## src/rtl/spcmp_pkg.sv

```systemverilog
`timescale 1ns/1ps
package spcmp_pkg;
    parameter int EXP_W  = 8;
    parameter int MAN_W  = 23;
    localparam int WORD_W = 1 + EXP_W + MAN_W;

    typedef enum logic [1:0] {
        ORD_LT = 2'd0,
        ORD_EQ = 2'd1,
        ORD_GT = 2'd2,
        ORD_UN = 2'd3
    } order_e;

    typedef struct packed {
        logic n;
        logic z;
        logic c;
        logic v;
    } nzcv_t;

    typedef struct packed {
        nzcv_t flags;
        logic  invalid;
    } cmp_result_t;

    // Map an ordering outcome onto its condition-flag pattern
    function automatic nzcv_t flags_of(input order_e ord);
        nzcv_t f;
        f = '0;
        case (ord)
            ORD_LT: f.n = 1'b1;
            ORD_EQ: begin f.z = 1'b1; f.c = 1'b1; end
            ORD_GT: f.c = 1'b1;
            default: begin f.c = 1'b1; f.v = 1'b1; end
        endcase
        return f;
    endfunction
endpackage

```

## src/rtl/spcmp_operand_class.sv

```systemverilog
`timescale 1ns/1ps
module spcmp_operand_class #(
    parameter int EXP_W = spcmp_pkg::EXP_W,
    parameter int MAN_W = spcmp_pkg::MAN_W,
    localparam int W    = 1 + EXP_W + MAN_W
) (
    input  logic [W-1:0] word,
    output logic         is_nan,
    output logic         is_snan
);
    logic exp_ones;
    logic man_nonzero;

    assign exp_ones    = &word[W-2:MAN_W];
    assign man_nonzero = |word[MAN_W-1:0];
    assign is_nan      = exp_ones & man_nonzero;
    // quiet marker is the top mantissa bit
    assign is_snan     = is_nan & ~word[MAN_W-1];
endmodule

```

## src/rtl/spcmp_order.sv

```systemverilog
`timescale 1ns/1ps
module spcmp_order
    import spcmp_pkg::*;
#(
    parameter int W = spcmp_pkg::WORD_W
) (
    input  logic [W-1:0] a,
    input  logic [W-1:0] b,
    input  logic         unordered,
    output order_e       ord
);
    logic [W-1:0] or_w;
    logic         mag_zero;
    logic         int_lt;

    assign or_w     = a | b;
    assign mag_zero = ~|or_w[W-2:0];
    assign int_lt   = a < b;

    always_comb begin
        if (unordered) begin
            ord = ORD_UN;
        end else if ((a == b) || mag_zero) begin
            ord = ORD_EQ;
        end else if (a[W-1] != b[W-1]) begin
            ord = a[W-1] ? ORD_LT : ORD_GT;
        end else begin
            ord = (a[W-1] ^ int_lt) ? ORD_LT : ORD_GT;
        end
    end
endmodule

```

## src/rtl/sp_compare_flags.sv

```systemverilog
`timescale 1ns/1ps
module sp_compare_flags
    import spcmp_pkg::*;
#(
    parameter int EXP_W = spcmp_pkg::EXP_W,
    parameter int MAN_W = spcmp_pkg::MAN_W,
    localparam int W    = 1 + EXP_W + MAN_W,
    localparam int NOPS = 2
) (
    input  logic         clk,
    input  logic         rst,
    input  logic [W-1:0] op_d,
    input  logic [W-1:0] op_m,
    input  logic         signal_quiet,
    input  logic         zero_mode,
    output logic         flag_n,
    output logic         flag_z,
    output logic         flag_c,
    output logic         flag_v,
    output logic         flag_invalid
);
    logic [NOPS-1:0][W-1:0] opnd;
    logic [NOPS-1:0]        nan_vec;
    logic [NOPS-1:0]        snan_vec;
    order_e                 ord;
    cmp_result_t            res_next;
    cmp_result_t            res_q;

    assign opnd[0] = op_d;
    assign opnd[1] = zero_mode ? '0 : op_m;

    for (genvar g = 0; g < NOPS; g++) begin : g_class
        spcmp_operand_class #(.EXP_W(EXP_W), .MAN_W(MAN_W)) u_class (
            .word    (opnd[g]),
            .is_nan  (nan_vec[g]),
            .is_snan (snan_vec[g])
        );
    end

    spcmp_order #(.W(W)) u_order (
        .a         (opnd[0]),
        .b         (opnd[1]),
        .unordered (|nan_vec),
        .ord       (ord)
    );

    always_comb begin
        res_next.flags   = flags_of(ord);
        res_next.invalid = |(nan_vec & ({NOPS{signal_quiet}} | snan_vec));
    end

    always_ff @(posedge clk) begin
        if (rst) res_q <= '0;
        else     res_q <= res_next;
    end

    assign flag_n       = res_q.flags.n;
    assign flag_z       = res_q.flags.z;
    assign flag_c       = res_q.flags.c;
    assign flag_v       = res_q.flags.v;
    assign flag_invalid = res_q.invalid;
endmodule

```

## config.mk

```make
export PLATFORM = sky130hd
export DESIGN_NAME = sp_compare_flags
export DESIGN_NICKNAME = d
export VERILOG_FILES = /design/src/rtl/spcmp_pkg.sv /design/src/rtl/spcmp_operand_class.sv /design/src/rtl/spcmp_order.sv /design/src/rtl/sp_compare_flags.sv
export SDC_FILE = /design/constraint.sdc
export NUM_CORES = 1
export LEC_CHECK = 0
export ABC_AREA = 1
export CELL_PAD_IN_SITES_DETAIL_PLACEMENT = 1
export CELL_PAD_IN_SITES_GLOBAL_PLACEMENT = 2
export CORE_ASPECT_RATIO = 1.75
export CORE_MARGIN = 10
export CORE_UTILIZATION = 25
export CTS_CLUSTER_SIZE = 20
export DETAILED_ROUTE_END_ITERATION = 8
export GPL_ROUTABILITY_DRIVEN = 0
export PLACE_DENSITY_LB_ADDON = 0.1
export SLEW_MARGIN = 5
export SYNTH_ARGS = -nofsm -noshare
export SYNTH_HDL_FRONTEND = slang
export SYNTH_SLANG_ARGS = --single-unit
```

## constraint.sdc

```tcl
create_clock -name clk -period 4 [get_ports clk]
set_clock_uncertainty 0.15 [all_clocks]
set_input_delay 0.6 -clock clk [delete_from_list [all_inputs] [get_ports clk]]
set_output_delay 0.6 -clock clk [all_outputs]
set_load 0.005 [all_outputs]
```

==> impl_metrics.toml, run 1 <==
[outcome]
run_status = "finished clean"

[global_routing]
grt.total_usage_pct = 13.6
gr-total-overflow = 0
grt_pass1_wl_mm = 12.6
grt_antenna_before_repair = 0
via_count_of_the_first_global_routing_pass = 2611
grt_start_max_net_pins = 33

[cts]
cts-root-to-sink-buffers = 2
clock_tree.root_cell = "sky130_fd_sc_hd__clkbuf_16"
post-cts-setup-buffer-count = 0
cts.sinks = 5
clkSlewWorstSetupHoldPaths_ps = 30
cts_hold_repair.buffers = 0
cts_tree = "built"
post_cts_resized = 0
cts_made_buffers = 3
htreeDepth = 1

[setup_path]
critical_path.cell_chain = "clkdlybuf4s50_1 -> inv_2 -> nand2_1 -> ha_1 -> nor2_1 -> nor3b_1 -> nand2_1 -> nor2_1 -> nand2_1 -> nand3_1 -> nand2_1 -> nor2_1 -> nor2_1"
timing.critical_path.buf_inv = 2
timing.critical_path.to = "flag_c"
worst_path_largest_cell_delay_ps = 450
cp-start-kind = "primary input"
worst_path_dominant_cell_family = "simple AND/OR/NAND/NOR gates"
critical_path.startpoint = "zero_mode"
setup.worst_path.end_class = "flip-flop"
crit_path_max_delay_cell_type = "sky130_fd_sc_hd__clkdlybuf4s50_1"
critical_path_cell_count = 13
critical_path.max_fanout = 32
worstPathArrival_ps = 3170
setup.worst_path.class = "primary input to flip-flop"
critical_path_required_ps = 3960

[route]
ant_nets_after_route = 0
remaining_drc_errors = 0
average_wire_length_per_cell_after_detail_routing_um = 17.4
drtIter0Drc = 34
via_per_inst = 4.75
route.vias.total = 2227
finalWirelength_mm = 8.17
drt_pre_antenna_iters = 4

[timing]
setup_slack_ps = 796
timing.max_slew.rel_slack_pct = 64.4
setup_viol_count_final = 0
timing.fmax_mhz = 312
hold_viol_final = 0
timing.setup.tns_ps = 0
timing.final.crit_share_pct = 80.1
timing_worst_slew_pin_value_ps = 533
hold_slack_ps = 884
count_of_final_max_slew_check_failures = 0
layout_min_cycle_time_ps = 3200
grt_setup_unrepaired = "no"

[yosys]
synth-edff-count = 0
synth.top_cell.area_share_pct = 40.2
synth_most_common_cell = "sky130_fd_sc_hd__nand2_1"
yosys.cell_types.count = 23
yosys_warnings = 0
synth_top_flop_cell = "sky130_fd_sc_hd__dfxtp_1"
sequential_cell_area_fraction_in_the_yosys_report_pct = 5.10
synth_area_mm2 = 0.00196
post_synth_most_frequent_cells = "69 x sky130_fd_sc_hd__nand2_1, 63 x sky130_fd_sc_hd__ha_1, 61 x sky130_fd_sc_hd__inv_1, 30 x sky130_fd_sc_hd__nor2_1, 22 x sky130_fd_sc_hd__nand4_1"
biggest_area_consumer_among_synthesized_cells = "sky130_fd_sc_hd__ha_1"
syn_area_per_cell_um2 = 6.37
leading_cell_types_by_total_area_after_synthesis = "sky130_fd_sc_hd__ha_1 40%, sky130_fd_sc_hd__nand2_1 13%, sky130_fd_sc_hd__inv_1 12%"
postSynthRegisterBits = 5
netlist_instances = 308
synth.net_count = 439
synthArstFlopShare_pct = 0

[place]
pre_cts_ws_ps = 480
portBuffers = 72
hpwl_mm = 7.49

[die]
core_area_mm2 = 0.00762
die_area_mm2 = 0.0119
row_count = 42
die_height_um = 137
start_util_pct = 25.7
design.portCount = 73
chipWidth_um = 87.0

[finish]
drive_above_1_share_pct = 1.84
antenna-diode-count = 0
syn_to_final_growth_pct = 45.0
total_of_fill_cells_in_the_finished_design = 975
final_layout_net_count = 513
seqCellArea_um2 = 100
total_area_of_multi_input_combinational_cells_mm2 = 0.00160

[power_and_ir_drop]
power_per_cell_area_mw_per_mm2 = 161
p_leak_nw = 1.43
irDropWorstVdd_mv = 0.137
p_total_mw = 0.458

[min_path]
worstHoldStart = "rst"
worstHoldPathType = "primary input to flip-flop"
worst_hold_path.num_cells = 2

[job]
max-cap-violations = 0
-- metal layers --
layer / global-route usage, % / share of wire, % / vias to the layer above
met5: 0 / 0 / -
met4: 4.52 / 2.8 / 0
met3: 1.95 / 3.3 / 12
met2: 29.1 / 60 / 50
met1: 11.8 / 34 / 1021
li1: - / - / 1144
-- per-stage QoR --
step                      utilization, %  instances  cell area [um^2]
after floorplan                        -        308              1960
after global placement              36.3        465              2770
after detailed placement            36.3        465              2770
after CTS                           37.3        469              2850
after global routing                37.3        469              2850
final                               37.3        469              2850
-- flip-flops by register name, summed over array words and instances (netlist names) --
| signal | count |
|---|---|
| flag_n | 1 |
| flag_v | 1 |
| flag_z | 1 |
| flag_c | 1 |
| flag_invalid | 1 |
-- layout make-up --
cell class | instances | share of cell area (%)
timing repair buffer | 72 | 25.3
clock buffer | 4 | 2.77
multi-input combinational | 238 | 56.3
sequential | 5 | 3.52
tap | 88 | 3.87
inverter | 62 | 8.18
-- placed cells by master, fill, tap and decap left out, types with 2 or more instances in the layout --
| cell | count |
|---|---|
| sky130_fd_sc_hd__o211ai_1 | 2 |
| sky130_fd_sc_hd__nand2_1 | 69 |
| sky130_fd_sc_hd__nand3_1 | 17 |
| sky130_fd_sc_hd__nand2_2 | 2 |
| sky130_fd_sc_hd__ha_1 | 63 |
| sky130_fd_sc_hd__nor3_1 | 3 |
| sky130_fd_sc_hd__nor3b_1 | 2 |
| sky130_fd_sc_hd__dfxtp_1 | 5 |
| sky130_fd_sc_hd__inv_1 | 61 |
| sky130_fd_sc_hd__o21bai_1 | 4 |
| sky130_fd_sc_hd__a21oi_1 | 13 |
| sky130_fd_sc_hd__o21ai_0 | 4 |
| sky130_fd_sc_hd__clkbuf_16 | 3 |
| sky130_fd_sc_hd__nand4_1 | 22 |
| sky130_fd_sc_hd__clkdlybuf4s50_1 | 72 |
| sky130_fd_sc_hd__nor2_1 | 30 |
| sky130_fd_sc_hd__nor4_1 | 2 |
-- how the worst min path moves through the flow --
stage              endpoint  slack (ps)
5_1_grt        flag_invalid         950
2_1_floorplan  flag_invalid         520
4_1_cts              flag_c         890
3_3_place_gp         flag_n        1130
6_report             flag_c         880
3_5_place_dp         flag_c        1130
-- kinds of logic (layout without fill, tap and decap cells) --
family / after synthesis / count (layout) / share of synthesized area [%]
flops: 5 / 5 / 5.10
compound gates: 26 / 26 / 7.78
simple gates: 149 / 149 / 33.7
fa+ha+maj: 63 / 63 / 40.2
buf+inv: 65 / 138 / 13.2
-- report_power, final --
group / leakage [nW] / switching [mW] / internal (mW)
Combinational: 1.36 / 0.121 / 0.118
Sequential: 0.0408 / 0.000644 / 0.0521
Clock: 0.0382 / 0.0331 / 0.132
(Power assumes the default switching activity.)
==> inputs of run 2 (changes only) <==
Settings changed: CORE_UTILIZATION 25 to 21.
Clock period 4 ns to 2.8 ns, I/O delays scaled along.
==> run 2 against run 1 <==
Effect of this change:
- wire length grew 4.0%
- die area up 15%
- clock power up 40%
- combinational power is 63% higher
- sequential cell count is the same
- critical path depth up 3
- power is 52% higher
- highest routed layer unchanged
==> impl_metrics.toml, run 2 (synthesis results as in run 1) <==
[outcome]
run_status = "finished clean"

[die]
design.portCount = 73
die_height_um = 148
core_area_mm2 = 0.00909
start_util_pct = 21.6
chipWidth_um = 93.1
row_count = 46
die_area_mm2 = 0.0138

[setup_path]
critical_path.max_fanout = 16
critical_path_required_ps = 2760
cp-start-kind = "primary input"
crit_path_max_delay_cell_type = "sky130_fd_sc_hd__clkdlybuf4s50_1"
worst_path_dominant_cell_family = "simple AND/OR/NAND/NOR gates"
setup.worst_path.class = "primary input to flip-flop"
critical_path.startpoint = "zero_mode"
worstPathArrival_ps = 2490
setup.worst_path.end_class = "flip-flop"
critical_path.cell_chain = "clkdlybuf4s50_1 -> inv_2 -> buf_12 -> nand2_1 -> ha_1 -> nor2_1 -> and2_1 -> nand3_1 -> inv_1 -> nand2_1 -> nand2_1 -> nand2_1 -> nand3_1 -> nand2_1 -> nor2_1 -> nor2_1"
timing.critical_path.mode_cell = "sky130_fd_sc_hd__nand2_1"
worst_path_largest_cell_delay_ps = 430
timing.critical_path.buf_inv = 4

[global_routing]
grt.total_usage_pct = 12.5
via_count_of_the_first_global_routing_pass = 2737
grt_antenna_before_repair = 0
grt_start_max_net_pins = 17
grt_pass1_wl_mm = 13.6
gr-total-overflow = 0

[min_path]
worstHoldStart = "rst"
worstHoldPathType = "primary input to flip-flop"

[power_and_ir_drop]
p_int_mw = 0.471
switching_share_pct = 32.3
p_seq_share_pct = 10.8
p_total_mw = 0.696
irDropWorstVdd_mv = 0.290
switching_power_mw = 0.225
clock_power_share_pct = 33.2
power.combinational.fraction_pct = 56.0
power_per_cell_area_mw_per_mm2 = 220
p_leak_nw = 1.60

[place]
pre_cts_ws_ps = -59.9
place_area_mm2 = 0.00308
number_of_instances_in_the_placed_design = 529
portBuffers = 72
hpwl_mm = 7.95

[cts]
cts-root-to-sink-buffers = 2
cts_made_buffers = 3
cts_tree = "built"
cts.sinks = 5
htreeDepth = 1
clock_tree.root_cell = "sky130_fd_sc_hd__clkbuf_16"
clkSlewWorstSetupHoldPaths_ps = 30

[finish]
layout.cells.most_common = "sky130_fd_sc_hd__clkdlybuf4s50_1"
drive_above_1_share_pct = 10.2
syn_to_final_growth_pct = 61.6
post-route-util_pct = 34.9
finish.instance_area_mm2 = 0.00317
antenna-diode-count = 0
final_cell_count_no_fill = 533
final_layout_net_count = 545
layout_common_cells = "72 x sky130_fd_sc_hd__clkdlybuf4s50_1, 69 x sky130_fd_sc_hd__nand2_1, 63 x sky130_fd_sc_hd__ha_1"

[route]
route.vias.total = 2308
drtIter0Drc = 39
remaining_drc_errors = 0
via_per_inst = 4.33
average_wire_length_per_cell_after_detail_routing_um = 15.9
ant_nets_after_route = 0
finalWirelength_mm = 8.50
drt_pre_antenna_iters = 4

[timing]
count_of_final_max_slew_check_failures = 0
hold_viol_final = 0
timing.setup.tns_ps = 0
grt_setup_unrepaired = "no"
setup_slack_ps = 272
timing_worst_slew_pin_value_ps = 651
setup_viol_count_final = 0
hold_slack_ps = 721
timing.max_slew.rel_slack_pct = 56.3
timing.final.crit_share_pct = 90.3
timing.fmax_mhz = 396
layout_min_cycle_time_ps = 2530

[job]
max-cap-violations = 0
## run 2: cell count changes in the layout (fill, tap and decap cells not counted), sizes merged
cell	delta
buf	+32
## run 2: path summary, 6_finish.rpt
kind     end  cells past startpoint  slack (ps)
max   flag_c                     16         270
min   flag_n                      2         720
## run 2: cell type report
type | count | area, um^2
timing repair buffer | 104 | 998
inverter | 62 | 233
tap | 120 | 150
sequential | 5 | 100
clock buffer | 4 | 78.8
multi-input combinational | 238 | 1610
fill | 1207 | 5920
## run 2: layer usage
layer / share of wire (%) / vias up / global-route usage, %
met2: 61 / 52 / 27.2
met1: 34 / 1050 / 11.2
met3: 3.5 / 4 / 1.57
met5: 0 / - / 0
li1: - / 1202 / -
met4: 1.1 / 0 / 2.33
## run 2: timing repair
item	4_1_cts	5_1_grt
resized for setup	0	4
setup buffers	0	0
hold buffers	0	0
endpoints found under the setup margin	0	2
hold endpoints to repair	0	0
## run 2: power by group through the flow
stage	clock network [mW]	registers, mW	logic [mW]
2_1_floorplan	0	0.0766	0.165
3_3_place_gp	0	0.0765	0.393
3_5_place_dp	0	0.0764	0.395
4_1_cts	0.236	0.0754	0.398
5_1_grt	0.244	0.0754	0.443
6_report	0.231	0.0753	0.390
==> inputs of run 3 (changes only) <==
Settings changed: MAX_ROUTING_LAYER from default to met4.
==> run 3 against run 2 <==
Effect of this change:
- wire length hardly changed
- sequential cell count is the same
- design area unchanged
- clock power barely moved
- utilization did not move
- cell count is the same
- power barely moved
- clock-buffer cell count stayed put
- sequential power hardly changed
- global-route usage is 0.32 points higher
- sequential share of layout area unchanged
- worst hold slack stayed put
- largest power group unchanged
==> impl_metrics.toml, run 3 (synthesis results as in run 1) <==
[outcome]
run_status = "finished clean"

[cts]
cts_hold_repair.buffers = 0
clkSlewWorstSetupHoldPaths_ps = 30
cts.sinks = 5
htreeDepth = 1
cts_tree = "built"
cts-root-to-sink-buffers = 2
post_cts_resized = 0
clock_tree.root_cell = "sky130_fd_sc_hd__clkbuf_16"
post-cts-setup-buffer-count = 0
cts_made_buffers = 3

[power_and_ir_drop]
power_per_cell_area_mw_per_mm2 = 220
p_leak_nw = 1.60
irDropWorstVdd_mv = 0.290

[timing]
hold_viol_final = 0
hold_slack_ps = 721
timing.max_slew.rel_slack_pct = 56.3
timing_worst_slew_pin_value_ps = 650
layout_min_cycle_time_ps = 2530
grt_setup_unrepaired = "no"
timing.setup.tns_ps = 0
setup_viol_count_final = 0
count_of_final_max_slew_check_failures = 0
timing.fmax_mhz = 395
timing.final.crit_share_pct = 90.3

[global_routing]
via_count_of_the_first_global_routing_pass = 2741
gr-total-overflow = 0
grt_antenna_before_repair = 0
grt.total_usage_pct = 12.8
grt-busiest-layer = "met2"
grt_util_met1_pct = 11.4
grt_pass1_wl_mm = 13.5
global_route.usage.met2_pct = 27.2
grt.met3_usage_pct = 1.22
grt_start_max_net_pins = 17

[finish]
antenna-diode-count = 0
final_layout_net_count = 545
layout_common_cells = "72 x sky130_fd_sc_hd__clkdlybuf4s50_1, 69 x sky130_fd_sc_hd__nand2_1, 63 x sky130_fd_sc_hd__ha_1"
total_of_fill_cells_in_the_finished_design = 1207
drive_above_1_share_pct = 10.2
syn_to_final_growth_pct = 61.6
layout.cells.most_common = "sky130_fd_sc_hd__clkdlybuf4s50_1"
finish.instance_area_mm2 = 0.00317

[setup_path]
worstPathArrival_ps = 2490
setup.worst_path.end_class = "flip-flop"
critical_path_required_ps = 2760
critical_path.startpoint = "zero_mode"
timing.critical_path.to = "flag_c"
setup.worst_path.class = "primary input to flip-flop"
critical_path.max_fanout = 16
cp-start-kind = "primary input"

[die]
die_area_mm2 = 0.0138
die_height_um = 148
core_area_mm2 = 0.00909
chipWidth_um = 93.1
row_count = 46
start_util_pct = 21.6
design.portCount = 73

[route]
drt_pre_antenna_iters = 4
drtIter0Drc = 40
ant_nets_after_route = 0
finalWirelength_mm = 8.50
route.vias.total = 2310
average_wire_length_per_cell_after_detail_routing_um = 15.9
via_per_inst = 4.33
remaining_drc_errors = 0

[place]
place_area_mm2 = 0.00308
portBuffers = 72
hpwl_mm = 7.95

[min_path]
worstHoldPathType = "primary input to flip-flop"

[job]
max-cap-violations = 0
==> run 3: worst min-delay path by stage <==
stage | cells past startpoint | from | to
after floorplan | 1 | rst | flag_invalid
after global placement | 2 | rst | flag_c
after detailed placement | 2 | rst | flag_n
after CTS | 2 | rst | flag_n
after global routing | 2 | rst | flag_n
final | 2 | rst | flag_n
==> run 3: area by class of cell <==
| cell class | instances | area, um^2 | area share, % |
|---|---|---|---|
| flip-flops and latches | 5 | 100 | 3.16 |
| multi-input cells | 238 | 1610 | 50.8 |
| well taps | 120 | 150 | 4.74 |
| repair buffers | 104 | 998 | 31.5 |
| inverters | 62 | 233 | 7.34 |
| clock buffers | 4 | 78.8 | 2.49 |
==> run 3: worst max-delay path, stage by stage <==
cell	delay (ps)
sky130_fd_sc_hd__clkdlybuf4s50_1	430
sky130_fd_sc_hd__inv_2	110
sky130_fd_sc_hd__buf_12	150
sky130_fd_sc_hd__nand2_1	80
sky130_fd_sc_hd__ha_1	310
sky130_fd_sc_hd__nor2_1	100
sky130_fd_sc_hd__and2_1	140
sky130_fd_sc_hd__nand3_1	140
sky130_fd_sc_hd__inv_1	90
sky130_fd_sc_hd__nand2_1	50
sky130_fd_sc_hd__nand2_1	70
sky130_fd_sc_hd__nand2_1	90
sky130_fd_sc_hd__nand3_1	100
sky130_fd_sc_hd__nand2_1	50
sky130_fd_sc_hd__nor2_1	80
sky130_fd_sc_hd__nor2_1	40
==> run 3: power breakdown <==
| part | switching, mW | internal [mW] | total, mW |
|---|---|---|---|
| sequential | 0.000805 | 0.0745 | 0.0753 |
| combinational | 0.181 | 0.209 | 0.390 |
| clock | 0.0427 | 0.188 | 0.231 |
| total | 0.225 | 0.471 | 0.696 |
==> run 3: metrics by stage <==
stage | utilization (%) | power (mW) | instances | setup slack, ps
6_report | 34.9 | 0.696 | 533 | 271
5_1_grt | 34.9 | 0.762 | 533 | 6.15
4_1_cts | 34.8 | 0.710 | 533 | 169
3_5_place_dp | 33.9 | 0.471 | 529 | -59.9
3_3_place_gp | 33.9 | 0.469 | 529 | -25.8
2_1_floorplan | - | 0.241 | 308 | 410
==> run 3: per-layer routing <==
layer | part of all wire (%) | vias to the layer above
li1 | - | 1202
met1 | 35 | 1052
met2 | 61 | 52
met3 | 2.8 | 4
met4 | 1.1 | 0
met5 | 0 | -
